`src/rtl/sc_pkg.sv`:
```
package sc_pkg;

   localparam logic [5:0] OPC_REG   = 6'b000000;
   localparam logic [5:0] OPC_LOAD  = 6'b100011;
   localparam logic [5:0] OPC_STORE = 6'b101011;
   localparam logic [5:0] OPC_BEQ   = 6'b000100;
   localparam logic [5:0] OPC_JUMP  = 6'b000010;

   localparam logic [5:0] FN_ADD = 6'b100000;
   localparam logic [5:0] FN_SUB = 6'b100010;
   localparam logic [5:0] FN_AND = 6'b100100;
   localparam logic [5:0] FN_OR  = 6'b100101;
   localparam logic [5:0] FN_SLT = 6'b101010;

   typedef enum logic [1:0] {
      CLS_ADD   = 2'b00,
      CLS_SUB   = 2'b01,
      CLS_FUNCT = 2'b10
   } alu_cls_e;

   typedef enum logic [2:0] {
      ALU_AND = 3'b000,
      ALU_OR  = 3'b001,
      ALU_ADD = 3'b010,
      ALU_SUB = 3'b110,
      ALU_SLT = 3'b111
   } alu_op_e;

   typedef struct packed {
      logic     wr_sel_rd;
      logic     b_sel_imm;
      logic     wb_sel_mem;
      logic     reg_we;
      logic     mem_rd;
      logic     mem_wr;
      logic     is_branch;
      logic     is_jump;
      alu_cls_e cls;
   } ctrl_t;

endpackage

```
`src/rtl/sc_ctrl.sv`:
```
module sc_ctrl
   import sc_pkg::*;
(
   input  logic [5:0] opcode,
   input  logic [5:0] funct,
   output ctrl_t      ctl,
   output alu_op_e    alu_op
);

   always_comb begin
      ctl     = '0;
      ctl.cls = CLS_ADD;
      case (opcode)
         OPC_REG: begin
            ctl.wr_sel_rd = 1'b1;
            ctl.reg_we    = 1'b1;
            ctl.cls       = CLS_FUNCT;
         end
         OPC_LOAD: begin
            ctl.b_sel_imm  = 1'b1;
            ctl.wb_sel_mem = 1'b1;
            ctl.reg_we     = 1'b1;
            ctl.mem_rd     = 1'b1;
         end
         OPC_STORE: begin
            ctl.b_sel_imm = 1'b1;
            ctl.mem_wr    = 1'b1;
         end
         OPC_BEQ: begin
            ctl.is_branch = 1'b1;
            ctl.cls       = CLS_SUB;
         end
         OPC_JUMP: ctl.is_jump = 1'b1;
         default: ;
      endcase
   end

   always_comb begin
      case (ctl.cls)
         CLS_SUB:   alu_op = ALU_SUB;
         CLS_FUNCT: begin
            case (funct)
               FN_SUB:  alu_op = ALU_SUB;
               FN_AND:  alu_op = ALU_AND;
               FN_OR:   alu_op = ALU_OR;
               FN_SLT:  alu_op = ALU_SLT;
               default: alu_op = ALU_ADD;
            endcase
         end
         default:   alu_op = ALU_ADD;
      endcase
   end

endmodule

```
`src/rtl/sc_alu.sv`:
```
module sc_alu
   import sc_pkg::*;
#(
   parameter int W = 32
) (
   input  logic [W-1:0] a,
   input  logic [W-1:0] b,
   input  alu_op_e      op,
   output logic [W-1:0] y,
   output logic         zero,
   output logic         ovf
);

   localparam int MSB = W - 1;

   logic [W-1:0] sum, diff;
   logic         lt;

   assign sum  = a + b;
   assign diff = a - b;
   assign lt   = $signed(a) < $signed(b);

   always_comb begin
      case (op)
         ALU_AND: y = a & b;
         ALU_OR:  y = a | b;
         ALU_SUB: y = diff;
         ALU_SLT: y = {{MSB{1'b0}}, lt};
         default: y = sum;
      endcase
   end

   assign zero = (y == '0);

   always_comb begin
      case (op)
         ALU_ADD: ovf = (a[MSB] == b[MSB]) && (sum[MSB]  != a[MSB]);
         ALU_SUB: ovf = (a[MSB] != b[MSB]) && (diff[MSB] != a[MSB]);
         default: ovf = 1'b0;
      endcase
   end

endmodule

```
`src/rtl/sc_regfile.sv`:
```
module sc_regfile #(
   parameter int W    = 32,
   parameter int NREG = 32
) (
   input  logic                    clk,
   input  logic                    we,
   input  logic [$clog2(NREG)-1:0] waddr,
   input  logic [W-1:0]            wdata,
   input  logic [$clog2(NREG)-1:0] raddr_a,
   input  logic [$clog2(NREG)-1:0] raddr_b,
   output logic [W-1:0]            rdata_a,
   output logic [W-1:0]            rdata_b
);

   logic [W-1:0] rd_vec [NREG];

   for (genvar i = 0; i < NREG; i++) begin : g_ent
      if (i == 0) begin : g_zero
         assign rd_vec[i] = '0;
      end else begin : g_store
         logic [W-1:0] q;
         always_ff @(posedge clk) begin
            if (we && (waddr == i)) q <= wdata;
         end
         assign rd_vec[i] = q;
      end
   end

   assign rdata_a = rd_vec[raddr_a];
   assign rdata_b = rd_vec[raddr_b];

endmodule

```
`src/rtl/sc_core.sv`:
```
module sc_core
   import sc_pkg::*;
#(
   parameter int XLEN = 32,
   parameter int NREG = 32
) (
   input  logic            clk,
   input  logic            rst,
   output logic [XLEN-1:0] imem_addr,
   input  logic [XLEN-1:0] imem_data,
   output logic [XLEN-1:0] dmem_addr,
   output logic [XLEN-1:0] dmem_wdata,
   input  logic [XLEN-1:0] dmem_rdata,
   output logic            dmem_rd_en,
   output logic            dmem_wr_en
);

   localparam int RAW    = $clog2(NREG);
   localparam int IMMW   = 16;
   localparam int JTW    = 26;
   localparam int PC_HI  = XLEN - JTW - 2;
   localparam logic [XLEN-1:0] STEP = XLEN'(4);

   if (XLEN != 32) begin : g_bad_xlen
      $error("sc_core: instruction format fixes XLEN at 32");
   end
   if (NREG != 32) begin : g_bad_nreg
      $error("sc_core: 5-bit register fields need NREG of 32");
   end

   logic [XLEN-1:0] pc_q, pc_plus4, pc_next, br_tgt, jmp_tgt, imm_ext;
   logic [XLEN-1:0] rs_val, rt_val, alu_b, alu_y, wb_data;
   logic [RAW-1:0]  rs_idx, rt_idx, rd_idx, wr_idx;
   logic            alu_zero, alu_ovf;
   ctrl_t           ctl;
   alu_op_e         alu_op;

   assign rs_idx  = imem_data[25:21];
   assign rt_idx  = imem_data[20:16];
   assign rd_idx  = imem_data[15:11];
   assign imm_ext = {{(XLEN-IMMW){imem_data[IMMW-1]}}, imem_data[IMMW-1:0]};

   sc_ctrl u_ctrl (
      .opcode (imem_data[31:26]),
      .funct  (imem_data[5:0]),
      .ctl    (ctl),
      .alu_op (alu_op)
   );

   assign wr_idx  = ctl.wr_sel_rd  ? rd_idx : rt_idx;
   assign wb_data = ctl.wb_sel_mem ? dmem_rdata : alu_y;

   sc_regfile #(.W(XLEN), .NREG(NREG)) u_rf (
      .clk     (clk),
      .we      (ctl.reg_we),
      .waddr   (wr_idx),
      .wdata   (wb_data),
      .raddr_a (rs_idx),
      .raddr_b (rt_idx),
      .rdata_a (rs_val),
      .rdata_b (rt_val)
   );

   assign alu_b = ctl.b_sel_imm ? imm_ext : rt_val;

   sc_alu #(.W(XLEN)) u_alu (
      .a    (rs_val),
      .b    (alu_b),
      .op   (alu_op),
      .y    (alu_y),
      .zero (alu_zero),
      .ovf  (alu_ovf)
   );

   assign pc_plus4 = pc_q + STEP;
   assign br_tgt   = pc_plus4 + {imm_ext[XLEN-3:0], 2'b00};
   assign jmp_tgt  = {pc_plus4[XLEN-1 -: PC_HI], imem_data[JTW-1:0], 2'b00};

   always_comb begin
      if (ctl.is_jump)                    pc_next = jmp_tgt;
      else if (ctl.is_branch && alu_zero) pc_next = br_tgt;
      else                                pc_next = pc_plus4;
   end

   always_ff @(posedge clk) begin
      if (rst) pc_q <= '0;
      else     pc_q <= pc_next;
   end

   assign imem_addr  = pc_q;
   assign dmem_addr  = alu_y;
   assign dmem_wdata = rt_val;
   assign dmem_rd_en = ctl.mem_rd;
   assign dmem_wr_en = ctl.mem_wr;

endmodule

```
`config.mk`:
```
export PLATFORM = sky130hd
export DESIGN_NAME = sc_core
export DESIGN_NICKNAME = d
export VERILOG_FILES = /design/src/rtl/sc_pkg.sv /design/src/rtl/sc_ctrl.sv /design/src/rtl/sc_alu.sv /design/src/rtl/sc_regfile.sv /design/src/rtl/sc_core.sv
export SDC_FILE = /design/constraint.sdc
export NUM_CORES = 2
export LEC_CHECK = 0
export ABC_CLOCK_PERIOD_IN_PS = 11600
export BUFFER_PORTS_ARGS = -buffer_cell sky130_fd_sc_hd__buf_2
export CAP_MARGIN = 20
export CORE_MARGIN = 5
export CORE_UTILIZATION = 40
export CTS_CLUSTER_SIZE = 12
export DETAILED_ROUTE_END_ITERATION = 7
export SLEW_MARGIN = 15
export SYNTH_ARGS = -nofsm -noshare
export SYNTH_HDL_FRONTEND = slang
export SYNTH_SLANG_ARGS = --single-unit
```
`constraint.sdc`:
```
create_clock -name clk -period 11.6 [get_ports clk]
set_clock_uncertainty 0.15 [all_clocks]
set_input_delay 2.32 -clock clk [delete_from_list [all_inputs] [get_ports clk]]
set_output_delay 2.32 -clock clk [all_outputs]
set_load 0.05 [all_outputs]
```
* Word level (Yosys, flattened, before mapping)
Index checks and enable logic that the tools add are counted.
Operators by class: add/subtract/negate cells 4, multipliers 0, div/mod/pow operators 0, $lt $le $gt $ge 3, equal/unequal tests 44, shift-type cells 0, muxes and demuxes 22, bitwise gates (word level) 4, reductions and logical operators 38
Operator list (number):
- binary-select mux 32 bit (select 5 bit) | 2
- 2-to-1 mux 32 bit | 8
- one-hot mux 32 bit (4 select lines) | 1
- == test 5 bit, second input constant | 16
- adder 32 bit | 2
- == test 5 x 4 -> 1 bit, second input constant | 8
- == test 6 bit, second input constant | 6
- adder 32 x 3 -> 32 bit, second input constant | 1
- bitwise AND 32 bit | 1
- logical AND 1 bit | 32
- zero test 32 bit | 1
- < comparator 32 bit | 1
- bitwise OR 32 bit | 1
- subtractor 32 bit | 1
- == test 5 x 3 -> 1 bit, second input constant | 4
- greater-or-equal comparator 6 bit, second input constant | 2
- NOT 5 -> 6 bit | 2
- one-hot mux 3 bit (4 select lines) | 1
- == test 5 x 2 -> 1 bit, second input constant | 2
- 2-to-1 mux 1 bit | 7
- == test 3 bit, second input constant | 2
- == test 6 x 2 -> 1 bit, second input constant | 1
- == test 6 x 3 -> 1 bit, second input constant | 1
- zero test 6 bit | 1
- other kinds (9) | 11
Word-level totals: register bits after elaboration 1024, latch bits 0, bits in writable memories 0, ROM bits 0, bits of input ports 66, output and inout bits 98, word-level logic and storage cells 148, memories 0

* Longest topological paths before layout
depth in word-level cells 11, mapped depth 26, depth with buffers taken out 21

* Cells and area by module
Synthesis repeated with hierarchy kept, for this count alone.
Unflattened totals: cells, all modules 3896, area total of the unflattened synthesis 56135.1 µm²
Modules (own cells, without submodules):
- sc_regfile | times used 1, cells an instance 2452, area each 46115.5 µm², sequential area each 29788.6 µm²
- sc_alu | times used 1, cells an instance 857, area each 5476.5 µm², sequential area each 0.0 µm²
- sc_core | times used 1, cells an instance 556, area each 4307.9 µm², sequential area each 600.6 µm²
- sc_ctrl | times used 1, cells an instance 31, area each 235.2 µm², sequential area each 0.0 µm²

* Least setup slack after synthesis
OpenSTA, ideal clock, no wires.
kind in2out, from in imem_data[16], to out dmem_addr[30], arrival time 8.368 ns, setup slack 0.762 ns, cell stages on the path 20, cells stage by stage clkbuf_1 -> clkbuf_1 -> buf_1 -> mux4_2 -> mux4_2 -> mux2_2 -> nor2b_1 -> a21oi_1 -> inv_1 -> ha_1 -> fa_1 -> nand2b_1 -> a21oi_1 -> nor2_1 -> nor4_4 -> o2111ai_1 -> a21oi_1 -> a31oi_1 -> mux2_2 -> o22ai_1
On the way: cells in the longest elaborated chain, start to end 7, elaborated cells on any way between the ends 10, classes of those cells add/sub (2); mux (5); bitwise (3)
Ends and longest elaborated chain:
- start, declared | line sc_core.sv:10 | input logic [XLEN-1:0] imem_data,
- NOT 5 -> 6 bit (not written as such) (*) | line sc_regfile.sv:30 | assign rdata_b = rd_vec[raddr_b];
- binary-select mux 32 bit (select 5 bit) (*) | line sc_regfile.sv:30
- 2-to-1 mux 32 bit (not written as such) (*) (2 in series) | line sc_regfile.sv:30
- net dmem_wdata[0] | line sc_core.sv:12 | output logic [XLEN-1:0] dmem_wdata,
- 2-to-1 mux 32 bit (*) | line sc_core.sv:64 | assign alu_b = ctl.b_sel_imm ? imm_ext : rt_val;
- adder 32 bit or subtractor 32 bit (tied branches) | line sc_alu.sv:19, sc_alu.sv:20
- one-hot mux 32 bit (4 select lines) (*) | line sc_alu.sv:24 | case (op)
- end, declared | line sc_core.sv:11 | output logic [XLEN-1:0] dmem_addr,
The timed path passes the listed nets; every way through them passes the cells marked *. The select of a mux whose other input is x is not followed.

* Worst setup path after layout
from in imem_data[16], to out dmem_addr[31]
On the way: cells in the longest elaborated chain, start to end 7, elaborated cells on any way between the ends 10, classes of those cells add/sub (2); mux (5); bitwise (3)
Ends and longest elaborated chain:
- NOT 5 -> 6 bit (not written as such) (*) | line sc_regfile.sv:30
- binary-select mux 32 bit (select 5 bit) (*) | line sc_regfile.sv:30
- 2-to-1 mux 32 bit (not written as such) (*) (2 in series) | line sc_regfile.sv:30
- 2-to-1 mux 32 bit (*) | line sc_core.sv:64
- adder 32 bit (tied with other cells) | line sc_alu.sv:19 | assign sum = a + b;
- one-hot mux 32 bit (4 select lines) (*) | line sc_alu.sv:24
Mark *: on every way between the ends. The rest lies on a longest branch, timed or not. The select of a mux whose other input is x is not followed.

==> metrics.csv <==
metric,value,unit
routed wire length,178000,um
num ports,164,
CP Class,primary input to output pin,
leakage,20.7,nW
drt wl/cell,32.7,um
max-cap viol count,0,
RSZ-0062 raised after global routing,false,
die height,381,um
first-pass GRT wire length,253000,um
gr usage total,24.0,%
reg2reg start,u_rf.g_ent[26].g_store.q[0],
Root Buffer,clkbuf_16,
via count,35100,
starting density of the core,40.2,%
CTS max path bufs,3,
initial antenna violation count,2,
asr flop ratio synth,0,%
Yosys top cell area share,54.0,%
Worst Hold Path Cells,3,
final setup vio count,0,
Max H-tree Level,3,
number of buffers created by CTS,104,
synth top area cells,"edfxtp_1 54%, mux4_2 24%, ha_1 2.9%",
worst-margin pin slew,1190,ps
worst path required time,9130,ps
"Clk pin slew, worst setup/hold paths",60,ps
Synth-to-Final Area Change,12.4,%
Synth area leader,edfxtp_1,
grt ovf,0,
Core Box Area,137000,um^2
largest net degree at the start of global routing,76,
vias in the first global route,34600,
VDD IR max,135,uV
die area,145000,um^2
status,finished clean,
Reg-to-Reg End,imem_addr[8],
post-synthesis average cell area,16.1,um^2
max-slew violations,0,
hold crit path type,flip-flop to flip-flop,
Final Hold Viols,0,
CP startpoint,imem_data[16],
Die Wd,381,um
Nets,3781,
Mapped Cells,3417,
CTS Hold Bufs,0,
cell area after synthesis,55200,um^2
DRT Pass-1 Iters,7,
post-route ant nets,0,
post_cts resized,0,
clk sinks,1022,
power density over the cells,162,nW/um^2
Setup crit end kind,output pin,
Worst setup SP type,primary input,
Post-synth top flop,edfxtp_1,
R2R depth,22,
DRC viols,0,
crit path to,dmem_addr[31],
hpwl dp,110000,um
Cells after DPL,5271,
arrival time at the worst endpoint,8750,ps
Commonest cells post-synth,"992 x edfxtp_1, 576 x mux4_2, 216 x nor2_1",
fin crit share,96.7,%
Vias/cell,6.46,
Synth cell types,91,
fmax,89.2,MHz
crit-path max FO,53,
register area share after synthesis,55.1,%
IO Port Bufs,161,
CTS tree,yes,
drt initial violations,4332,
"Min Clock Period, post-route",11220,ps
Yosys warnings,0,
Rel. slew slack,20.2,%
reg2reg setup slack,4010,ps
postcts setup bufs,0,
final weighted congestion in routability-driven placement,0.955,
post-route setup TNS,0,ps
share of layout cells above drive strength 1,33.3,%
Post-synth EDFFs,992,
most numerous cell in the Yosys netlist,edfxtp_1,
Synth Register Bits,1022,
# rows,136,
worst hold start,imem_addr[31],
Skew-Pair Late Insertion Delay,720,ps
Non-Filler Instances,5442,
[worst max-delay path, cell delays in order]
cell	delay, ps
buf_8	490
buf_4	360
buf_4	380
mux4_2	550
mux4_2	450
mux2i_1	540
o21a_1	250
ha_1	350
nor4_2	560
nand4_1	260
a2111oi_1	700
a221oi_2	230
a21oi_1	390
nand2_1	100
nor3_1	140
o22ai_1	110
buf_4	170
inv_1	50
buf_2	250
[cell usage in the layout (no fill, tap or decap), types with 42 or more instances in the layout]
cell type  count
o21ai_0       51
a21oi_1      108
nand2_1      121
mux4_2       576
clkbuf_16    105
a22o_1        66
nand3_1       47
nor2_1       178
inv_1        138
buf_2        152
buf_4        133
o211ai_1      42
edfxtp_1     992
mux2_2       112
ha_1         128
xnor2_1       46
[state kept, by name, summed over array words and instances, names as in the netlist]
| signal | cells |
|---|---|
| imem_addr | 30 |
| u_rf.g_ent.g_store.q | 992 |
[cells by family after synthesis]
group	Yosys count	synth area share (%)
flip-flops	1022	55.1
AND/OR/NAND/NOR	579	5.06
AO/OA/AOI/OAI	523	6.82
other	1	0.00680
buffers and inverters	386	2.77
XOR/XNOR	60	0.953
adder cells (fa/ha/maj)	131	3.01
multiplexers	715	26.3
[how the worst min path moves through the flow]
stage                         end  slack, ps
finish              imem_addr[31]        480
global route        imem_addr[31]        550
CTS                 imem_addr[31]        480
detailed placement  imem_addr[31]        470
global placement    imem_addr[31]        450
floorplan           imem_addr[31]        710
[layer usage]
metal	share of wire, %	track usage [%]
met5	0.0073	0
met4	3.2	7.58
met3	9.0	4.30
met2	49	40.0
met1	39	32.2
[report_power, final]
part / internal [mW] / leakage (nW) / switching, mW
sequential: 4.52 / 9.13 / 0.00446
combinational: 0.684 / 10.1 / 1.64
clock: 1.78 / 1.52 / 1.40
[per-stage QoR]
step	total power, mW	setup WS (ps)	instance area, um^2	utilization [%]	hold WS (ps)
after CTS	10.1	495	62000	45.2	484
final	10.0	384	62000	45.2	480
after global placement	6.88	449	58800	42.8	453
after global routing	10.4	150	62000	45.2	550
after floorplan	6.06	762	55200	-	707
after detailed placement	6.90	526	58900	42.9	471
[cell type report]
| cell class | instances | area [um^2] |
|---|---|---|
| sequential | 1022 | 30400 |
| antenna | 1 | 2.50 |
| tap | 1794 | 2240 |
| timing repair buffer | 306 | 2140 |
| fill | 11800 | 75300 |
| inverter | 140 | 526 |
| multi-input combinational | 2010 | 23600 |
| clock buffer | 133 | 2730 |
| clock inverter | 36 | 382 |
No activity file was read; power rests on OpenSTA's default activity.
